$ cat config.mk
export PLATFORM = sky130hd
export DESIGN_NAME = push_pop_all_seq
export DESIGN_NICKNAME = d
export VERILOG_FILES = /design/src/rtl/stk_seq_pkg.sv /design/src/rtl/stk_seq_ctrl.sv /design/src/rtl/stk_slot_sel.sv /design/src/rtl/stk_ptr_unit.sv /design/src/rtl/stk_wb_stage.sv /design/src/rtl/push_pop_all_seq.sv
export SDC_FILE = /design/constraint.sdc
export NUM_CORES = 1
export LEC_CHECK = 0
export BUFFER_PORTS_ARGS = -buffer_cell sky130_fd_sc_hd__buf_4
export CAP_MARGIN = 15
export CORE_ASPECT_RATIO = 0.8
export CORE_MARGIN = 10
export CORE_UTILIZATION = 45
export CTS_BUF_LIST = sky130_fd_sc_hd__clkbuf_2 sky130_fd_sc_hd__clkbuf_4 sky130_fd_sc_hd__clkbuf_8
export DETAILED_ROUTE_END_ITERATION = 16
export GPL_TIMING_DRIVEN = 0
export PLACE_DENSITY = 0.69
export SLEW_MARGIN = 20
export SYNTH_ARGS = -nofsm -noshare
export SYNTH_HDL_FRONTEND = slang
export SYNTH_HIERARCHICAL = 1
export SYNTH_SLANG_ARGS = --single-unit
$ cat constraint.sdc
create_clock -name clk_i -period 6.7 [get_ports clk_i]
set_input_delay 0.67 -clock clk_i [delete_from_list [all_inputs] [get_ports clk_i]]
set_output_delay 0.67 -clock clk_i [all_outputs]
set_load 0.02 [all_outputs]
$ cat src/rtl/stk_seq_pkg.sv
package stk_seq_pkg;
  typedef enum logic {
    OP_SAVE    = 1'b0,
    OP_RESTORE = 1'b1
  } stk_op_e;
endpackage

$ cat src/rtl/stk_seq_ctrl.sv
module stk_seq_ctrl
  import stk_seq_pkg::*;
#(
  parameter int unsigned NUM_REGS = 8
) (
  input  logic                        clk_i,
  input  logic                        rst_ni,
  input  logic                        start_i,
  input  logic                        op_pop_i,
  output logic                        accept_o,
  output logic                        busy_o,
  output stk_op_e                     op_o,
  output logic [$clog2(NUM_REGS)-1:0] step_o,
  output logic                        done_o
);
  localparam int unsigned STEP_W = $clog2(NUM_REGS);
  localparam logic [STEP_W-1:0] LAST_STEP = STEP_W'(NUM_REGS - 1);

  logic              busy_q;
  logic [STEP_W-1:0] step_q;
  logic              done_q;
  stk_op_e           op_q;

  // Requests arriving while busy are dropped.
  assign accept_o = start_i & ~busy_q;

  always_ff @(posedge clk_i or negedge rst_ni) begin
    if (!rst_ni) begin
      busy_q <= 1'b0;
      step_q <= '0;
      done_q <= 1'b0;
      op_q   <= OP_SAVE;
    end else begin
      done_q <= busy_q && (step_q == LAST_STEP);
      if (accept_o) begin
        busy_q <= 1'b1;
        step_q <= '0;
        op_q   <= op_pop_i ? OP_RESTORE : OP_SAVE;
      end else if (busy_q) begin
        if (step_q == LAST_STEP) busy_q <= 1'b0;
        else                     step_q <= step_q + 1'b1;
      end
    end
  end

  assign busy_o = busy_q;
  assign step_o = step_q;
  assign op_o   = op_q;
  assign done_o = done_q;
endmodule

$ cat src/rtl/stk_slot_sel.sv
module stk_slot_sel
  import stk_seq_pkg::*;
#(
  parameter int unsigned DATA_W   = 16,
  parameter int unsigned NUM_REGS = 8
) (
  input  logic                          clk_i,
  input  logic                          rst_ni,
  input  logic                          accept_i,
  input  logic [DATA_W*NUM_REGS-1:0]    regs_i,
  input  stk_op_e                       op_i,
  input  logic [$clog2(NUM_REGS)-1:0]   step_i,
  output logic [$clog2(NUM_REGS)-1:0]   slot_o,
  output logic [DATA_W-1:0]             word_o
);
  localparam int unsigned SEL_W = $clog2(NUM_REGS);
  localparam logic [SEL_W-1:0] TOP_SLOT = SEL_W'(NUM_REGS - 1);

  logic [DATA_W-1:0] snap_q [NUM_REGS];

  // Snapshot at start: the pointer slot keeps the pre-sequence pointer.
  for (genvar g = 0; g < NUM_REGS; g++) begin : g_snap
    always_ff @(posedge clk_i or negedge rst_ni) begin
      if (!rst_ni)       snap_q[g] <= '0;
      else if (accept_i) snap_q[g] <= regs_i[g*DATA_W +: DATA_W];
    end
  end

  // Save ascends, restore descends.
  assign slot_o = (op_i == OP_RESTORE) ? (TOP_SLOT - step_i) : step_i;
  assign word_o = snap_q[slot_o];
endmodule

$ cat src/rtl/stk_ptr_unit.sv
module stk_ptr_unit
  import stk_seq_pkg::*;
#(
  parameter int unsigned DATA_W = 16
) (
  input  logic              clk_i,
  input  logic              rst_ni,
  input  logic              accept_i,
  input  logic              busy_i,
  input  stk_op_e           op_i,
  input  logic [DATA_W-1:0] sp_init_i,
  output logic [DATA_W-1:0] addr_o,
  output logic [DATA_W-1:0] sp_o
);
  localparam logic [DATA_W-1:0] STRIDE = DATA_W'(DATA_W / 8);

  logic [DATA_W-1:0] sp_q;
  logic [DATA_W-1:0] sp_dec;
  logic [DATA_W-1:0] sp_inc;

  assign sp_dec = sp_q - STRIDE;
  assign sp_inc = sp_q + STRIDE;

  always_ff @(posedge clk_i or negedge rst_ni) begin
    if (!rst_ni)       sp_q <= '0;
    else if (accept_i) sp_q <= sp_init_i;
    else if (busy_i)   sp_q <= (op_i == OP_RESTORE) ? sp_inc : sp_dec;
  end

  // Save: step down then store. Restore: load then step up.
  assign addr_o = (op_i == OP_RESTORE) ? sp_q : sp_dec;
  assign sp_o   = sp_q;
endmodule

$ cat src/rtl/stk_wb_stage.sv
module stk_wb_stage #(
  parameter int unsigned DATA_W   = 16,
  parameter int unsigned NUM_REGS = 8,
  parameter int unsigned SP_SLOT  = 4
) (
  input  logic                        clk_i,
  input  logic                        rst_ni,
  input  logic                        rd_issue_i,
  input  logic [$clog2(NUM_REGS)-1:0] slot_i,
  input  logic [DATA_W-1:0]           mem_rdata_i,
  output logic                        reg_we_o,
  output logic [$clog2(NUM_REGS)-1:0] reg_sel_o,
  output logic [DATA_W-1:0]           reg_wdata_o
);
  localparam int unsigned SEL_W = $clog2(NUM_REGS);
  localparam logic [SEL_W-1:0] PTR_SLOT = SEL_W'(SP_SLOT);

  logic             pend_q;
  logic [SEL_W-1:0] sel_q;

  always_ff @(posedge clk_i or negedge rst_ni) begin
    if (!rst_ni) begin
      pend_q <= 1'b0;
      sel_q  <= '0;
    end else begin
      // The saved pointer word is read but never written back.
      pend_q <= rd_issue_i && (slot_i != PTR_SLOT);
      sel_q  <= slot_i;
    end
  end

  assign reg_we_o    = pend_q;
  assign reg_sel_o   = sel_q;
  assign reg_wdata_o = mem_rdata_i;
endmodule

$ cat src/rtl/push_pop_all_seq.sv
module push_pop_all_seq
  import stk_seq_pkg::*;
#(
  parameter int unsigned DATA_W   = 16,
  parameter int unsigned NUM_REGS = 8,
  parameter int unsigned SP_SLOT  = 4
) (
  input  logic                        clk_i,
  input  logic                        rst_ni,
  input  logic                        start_i,
  input  logic                        op_pop_i,
  input  logic [DATA_W*NUM_REGS-1:0]  regs_i,
  input  logic [DATA_W-1:0]           mem_rdata_i,
  output logic [DATA_W-1:0]           mem_addr_o,
  output logic [DATA_W-1:0]           mem_wdata_o,
  output logic                        mem_we_o,
  output logic                        mem_re_o,
  output logic                        reg_we_o,
  output logic [$clog2(NUM_REGS)-1:0] reg_sel_o,
  output logic [DATA_W-1:0]           reg_wdata_o,
  output logic [DATA_W-1:0]           sp_o,
  output logic                        done_o
);
  localparam int unsigned SEL_W = $clog2(NUM_REGS);

  logic             accept;
  logic             busy;
  stk_op_e          op;
  logic [SEL_W-1:0] step;
  logic [SEL_W-1:0] slot;

  stk_seq_ctrl #(.NUM_REGS(NUM_REGS)) u_ctrl (
    .clk_i    (clk_i),
    .rst_ni   (rst_ni),
    .start_i  (start_i),
    .op_pop_i (op_pop_i),
    .accept_o (accept),
    .busy_o   (busy),
    .op_o     (op),
    .step_o   (step),
    .done_o   (done_o)
  );

  stk_slot_sel #(.DATA_W(DATA_W), .NUM_REGS(NUM_REGS)) u_sel (
    .clk_i    (clk_i),
    .rst_ni   (rst_ni),
    .accept_i (accept),
    .regs_i   (regs_i),
    .op_i     (op),
    .step_i   (step),
    .slot_o   (slot),
    .word_o   (mem_wdata_o)
  );

  stk_ptr_unit #(.DATA_W(DATA_W)) u_ptr (
    .clk_i     (clk_i),
    .rst_ni    (rst_ni),
    .accept_i  (accept),
    .busy_i    (busy),
    .op_i      (op),
    .sp_init_i (regs_i[SP_SLOT*DATA_W +: DATA_W]),
    .addr_o    (mem_addr_o),
    .sp_o      (sp_o)
  );

  assign mem_we_o = busy && (op == OP_SAVE);
  assign mem_re_o = busy && (op == OP_RESTORE);

  stk_wb_stage #(.DATA_W(DATA_W), .NUM_REGS(NUM_REGS), .SP_SLOT(SP_SLOT)) u_wb (
    .clk_i       (clk_i),
    .rst_ni      (rst_ni),
    .rd_issue_i  (mem_re_o),
    .slot_i      (slot),
    .mem_rdata_i (mem_rdata_i),
    .reg_we_o    (reg_we_o),
    .reg_sel_o   (reg_sel_o),
    .reg_wdata_o (reg_wdata_o)
  );
endmodule

Yosys cells after proc, flatten, opt, wreduce, memory -nomap -nowiden --
Index checks and enable logic that the tools add are counted. W data, S select, Z words.
Cells by class: add/sub/neg operators 4, multiply operators 0, div/mod/pow operators 0, magnitude comparators 1, eq/ne operators 3, shift-type cells 0, mux-type cells 15, bitwise operators 4, reduce and logical (&&, ||, !) cells 6
Operator list (number):
- $mux W16 | 6
- $bmux W16 S3 | 1
- $add A16 B2 Y16 const B | 1
- $sub A16 B2 Y16 const B | 1
- $mux W3 | 4
- $ge A4 B4 Y1 const B | 1
- $logic_and A1 B1 Y1 | 4
- $mux W1 | 4
- $not A3 Y4 | 1
- $add A3 B1 Y3 const B | 1
- $eq A3 B3 Y1 const B | 1
- $ne A3 B3 Y1 const B | 1
- $sub A3 B3 Y3 const A | 1
- $ne A2 B2 Y1 const B | 1
- $not A1 Y1 | 2
- $reduce_and A2 Y1 | 1
- $reduce_bool A2 Y1 | 1
- $and A1 B1 Y1 | 1
Storage, ports and cells: register bits after elaboration 154, latch bits 0, bits in writable memories 0, ROM bits 0, bits of input ports 148, word-level logic and storage cells 48, memories kept 0

Depth between registers and ports, before layout --
depth in word-level cells 6, depth in mapped cells 9, gate-level depth less buffers 7

By module --
Netlist, hierarchy kept.
Modules (own cells, without submodules):
- stk_slot_sel | instances 1, cells an instance 597, area an instance 6902.9 µm², sequential area each 3203.1 µm²
- stk_ptr_unit | instances 1, cells an instance 157, area an instance 1351.3 µm², sequential area each 400.4 µm²
- stk_seq_ctrl | instances 1, cells an instance 20, area an instance 272.8 µm², sequential area each 150.1 µm²
- stk_wb_stage | instances 1, cells an instance 22, area an instance 231.5 µm², sequential area each 100.1 µm²
- push_pop_all_seq | instances 1, cells an instance 2, area an instance 16.3 µm², sequential area each 0.0 µm²

Worst setup path before layout --
No wires, ideal clock.
kind flip-flop to output port, start reg u_ptr.sp_q[1] (netlist: u_ptr/sp_o[1]), end out mem_addr_o[11], data arrival time 2371 ps, path slack 3659 ps, cell stages (with the launch flop) 9, path through dfrtp_1 > clkbuf_1 > inv_1 > ha_1 > or3b_2 > clkbuf_1 > or3_4 > nor3_1 > xor2_1
On the way: cells in the longest elaborated chain, start to end 2
Ends and longest elaborated chain:
- from (decl) | RTL line stk_ptr_unit.sv:17 | logic [DATA_W-1:0] sp_q;
- from (signal assigned) | RTL line stk_ptr_unit.sv:26 | else if (accept_i) sp_q <= sp_init_i;
- from (signal assigned) | RTL line stk_ptr_unit.sv:27 | else if (busy_i) sp_q <= (op_i == OP_RESTORE) ? sp_inc : sp_dec;
- $sub A16 B2 Y16 | RTL line stk_ptr_unit.sv:21 | assign sp_dec = sp_q - STRIDE;
- $mux W16 | RTL line stk_ptr_unit.sv:31 | assign addr_o = (op_i == OP_RESTORE) ? sp_q : sp_dec;
- to (decl) | RTL line push_pop_all_seq.sv:14 | output logic [DATA_W-1:0] mem_addr_o,
No other way between the ends.

Final worst setup path --
Same ends and word-level chain as after synthesis.

==> metrics <==
outcome finished, final reports clean; ys async rst share 1.00; CP max FO 7; H-tree depth 4; Final Max Tran Viols 0; Tmin final 3.63 ns; Layout area overhead 25.6%; number of flops mapped to enable cells by yosys 0; largest net degree at the start of global routing 97; most common cell after layout, fill and taps aside buf_4; Post-Synth Simple-Gate Area 0.0817; post-route design area 11000 um2; post-route ant nets 0; period utilization 0.542; Reg2Reg Setup Slack 4.08 ns; # rows 45; Routed WL 28.1 mm; CTS tree yes; critical path's top delay family simple AND/OR/NAND/NOR gates; layout cells sized above 1 0.433; clock tree buffer depth 2; IO Count 219; DP HPWL 21.8 mm; first-pass GRT wire length 41.8 mm; gpl congestion 0.896; wire length per cell 21.7 um; RSZ-0062 raised after global routing false; worst path arrival time 2.96 ns; Syn Std Cell Area 8770 um2; Clock Sinks 154; Port Buf Inserts 202; DRC errors left 0; Synth Area in Compound Gates 0.136; Worst slew margin 0.445; ys flop type dfrtp_1; placed cell area 10600 um2; cts hold-fix bufs 0; Die Y-Extent 145 um; Clock transition at path regs 0.09 ns; Critical Path Most Common Cell clkbuf_1; crit-path cells clkbuf_1 > inv_1 > ha_1 > or3b_2 > clkbuf_1 > or3_4 > nor3_1 > xor2_1 > buf_4; Post-Synth Adder-Cell Area 0.00570; PwrDens 542 nW/um2; Static Leak 5.00 nW; CTS buffer count 17; core footprint 19100 um2; final setup violation count 0; setup TNS 0 ns; First DRT Iteration DRCs 537; buffer count from post-CTS setup fixing 0; Max Freq 275 MHz; nets 1172; post_cts resized 0; worst-margin pin slew 0.833 ns; vias per inst 5.67; Tightest Hold Check Type input port to async pin; maxcap violations 0; Crit-path slowest cell or3b_2; DIE WIDTH 176 um; crit path buf inv count 4; Via Count 7318; Mapped Nets 950; Synth cell types 47; antenna violations before repair 0; total grt overflow 0; Clk Latency, worst-skew pair 0.47 ns; VDD IR max 297 uV; First-pass DRT Iterations 5; Syn Area/Cell 11.0 um2; total track usage 0.214; main combinational cell family by area after synthesis multiplexers; n_diodes 0; proportion of synthesized area in mux cells 0.253; Synth Warn # 6; R2R Path End u_ptr/sp_o[7]; CP Class flip-flop to output port; Synth Instances 798; vias in the first global route 7253; register area share after synthesis 0.439; Worst R2R Start u_ptr/sp_o[1]; die area 25500 um2; CP startpoint kind flip-flop; clock root cell clkbuf_8; Final Hold Violating Endpoints 0; Worst Path Required 6.03 ns; Yosys reg bits 154; Setup Skew 0.00965 ns; initial core utilization 0.460; Crit. End Element output port; Max stage delay on crit path 0.44 ns; most frequent cells in the layout buf_4 (219), dfrtp_1 (154), mux2_2 (136), nand2_1 (80), a22o_1 (66); Post-Synth XOR/XNOR Area 0.0289; R2R depth 9
==> state kept, by name (all words and copies together), names as in the netlist <==
signal / count
u_ctrl/step_o: 3
u_ctrl/done_o: 1
u_wb/reg_we_o: 1
u_wb/reg_sel_o: 3
u_ctrl/op_o: 1
u_ctrl/busy_o: 1
u_sel/snap_q: 128
u_ptr/sp_o: 16
==> Yosys cell counts (all sizes together) (5+ instances only) <==
master	n	area share
dfrtp	154	0.44
mux2	139	0.18
nand2	80	0.034
a22o	66	0.066
mux2i	65	0.074
buf	59	0.040
a21oi	37	0.022
o22ai	32	0.023
clkbuf	29	0.013
o21ai	17	0.0097
a22oi	16	0.014
xnor2	15	0.015
xor2	14	0.014
nor2	13	0.0056
nor4	10	0.0093
inv	6	0.0026
nand4	6	0.0043
nor2b	6	0.0046
and2	5	0.0040
==> worst max path at each step <==
| stage | start | end | slack, ns | depth (start not counted) |
|---|---|---|---|---|
| 6_report | u_ptr/sp_o[1] | mem_addr_o[11] | 3.07 | 9 |
| 5_1_grt | u_ptr/sp_o[1] | mem_addr_o[11] | 2.89 | 9 |
| 2_1_floorplan | u_ptr/sp_o[1] | mem_addr_o[11] | 3.66 | 8 |
| 3_5_place_dp | u_ptr/sp_o[1] | mem_addr_o[11] | 3.60 | 9 |
| 4_1_cts | u_ptr/sp_o[1] | mem_addr_o[11] | 3.06 | 9 |
| 3_3_place_gp | u_ptr/sp_o[1] | mem_addr_o[11] | 3.61 | 9 |
==> metrics by stage <==
stage	hold slack (ns)	util	worst slack (ns)	std cells	total power, mW
finish	0.126	0.577	3.07	1291	5.97
global route	0.123	0.577	2.89	1291	6.34
CTS	0.117	0.577	3.06	1291	5.95
detailed placement	0.497	0.558	3.60	1259	5.27
global placement	0.503	0.556	3.61	1258	5.20
floorplan	0.374	-	3.66	798	4.03
==> kinds of logic after synthesis <==
group,count (synthesis)
muxes,204
AOI/OAI and AO/OA,170
DFF,154
and+or+nand+nor,143
buffers and inverters,94
xor gates and xnor gates,29
adders and majority gates,4
==> layout make-up <==
type                       count  area (um2)
buffer                        88         462
clock buffer                  19         262
clock inverter                13         110
fill                        1693        8070
inverter                       6        22.5
multi-input combinational    550        4440
sequential                   154        3850
tap                          258         323
timing repair buffer         203        1550
==> layer usage <==
metal  vias up  share of wire  track usage
li1       3354              -            -
met1      3616           0.45        0.298
met2       324           0.44        0.311
met3        24          0.096       0.0707
met4         0          0.012       0.0539
met5         -              0            0
==> report_power, final <==
group / total [mW] / switching (mW) / internal (mW)
Clock: 0.671 / 0.387 / 0.284
Combinational: 3.47 / 1.88 / 1.59
Sequential: 1.83 / 0.424 / 1.40
Power figures use the tool's default switching activity.
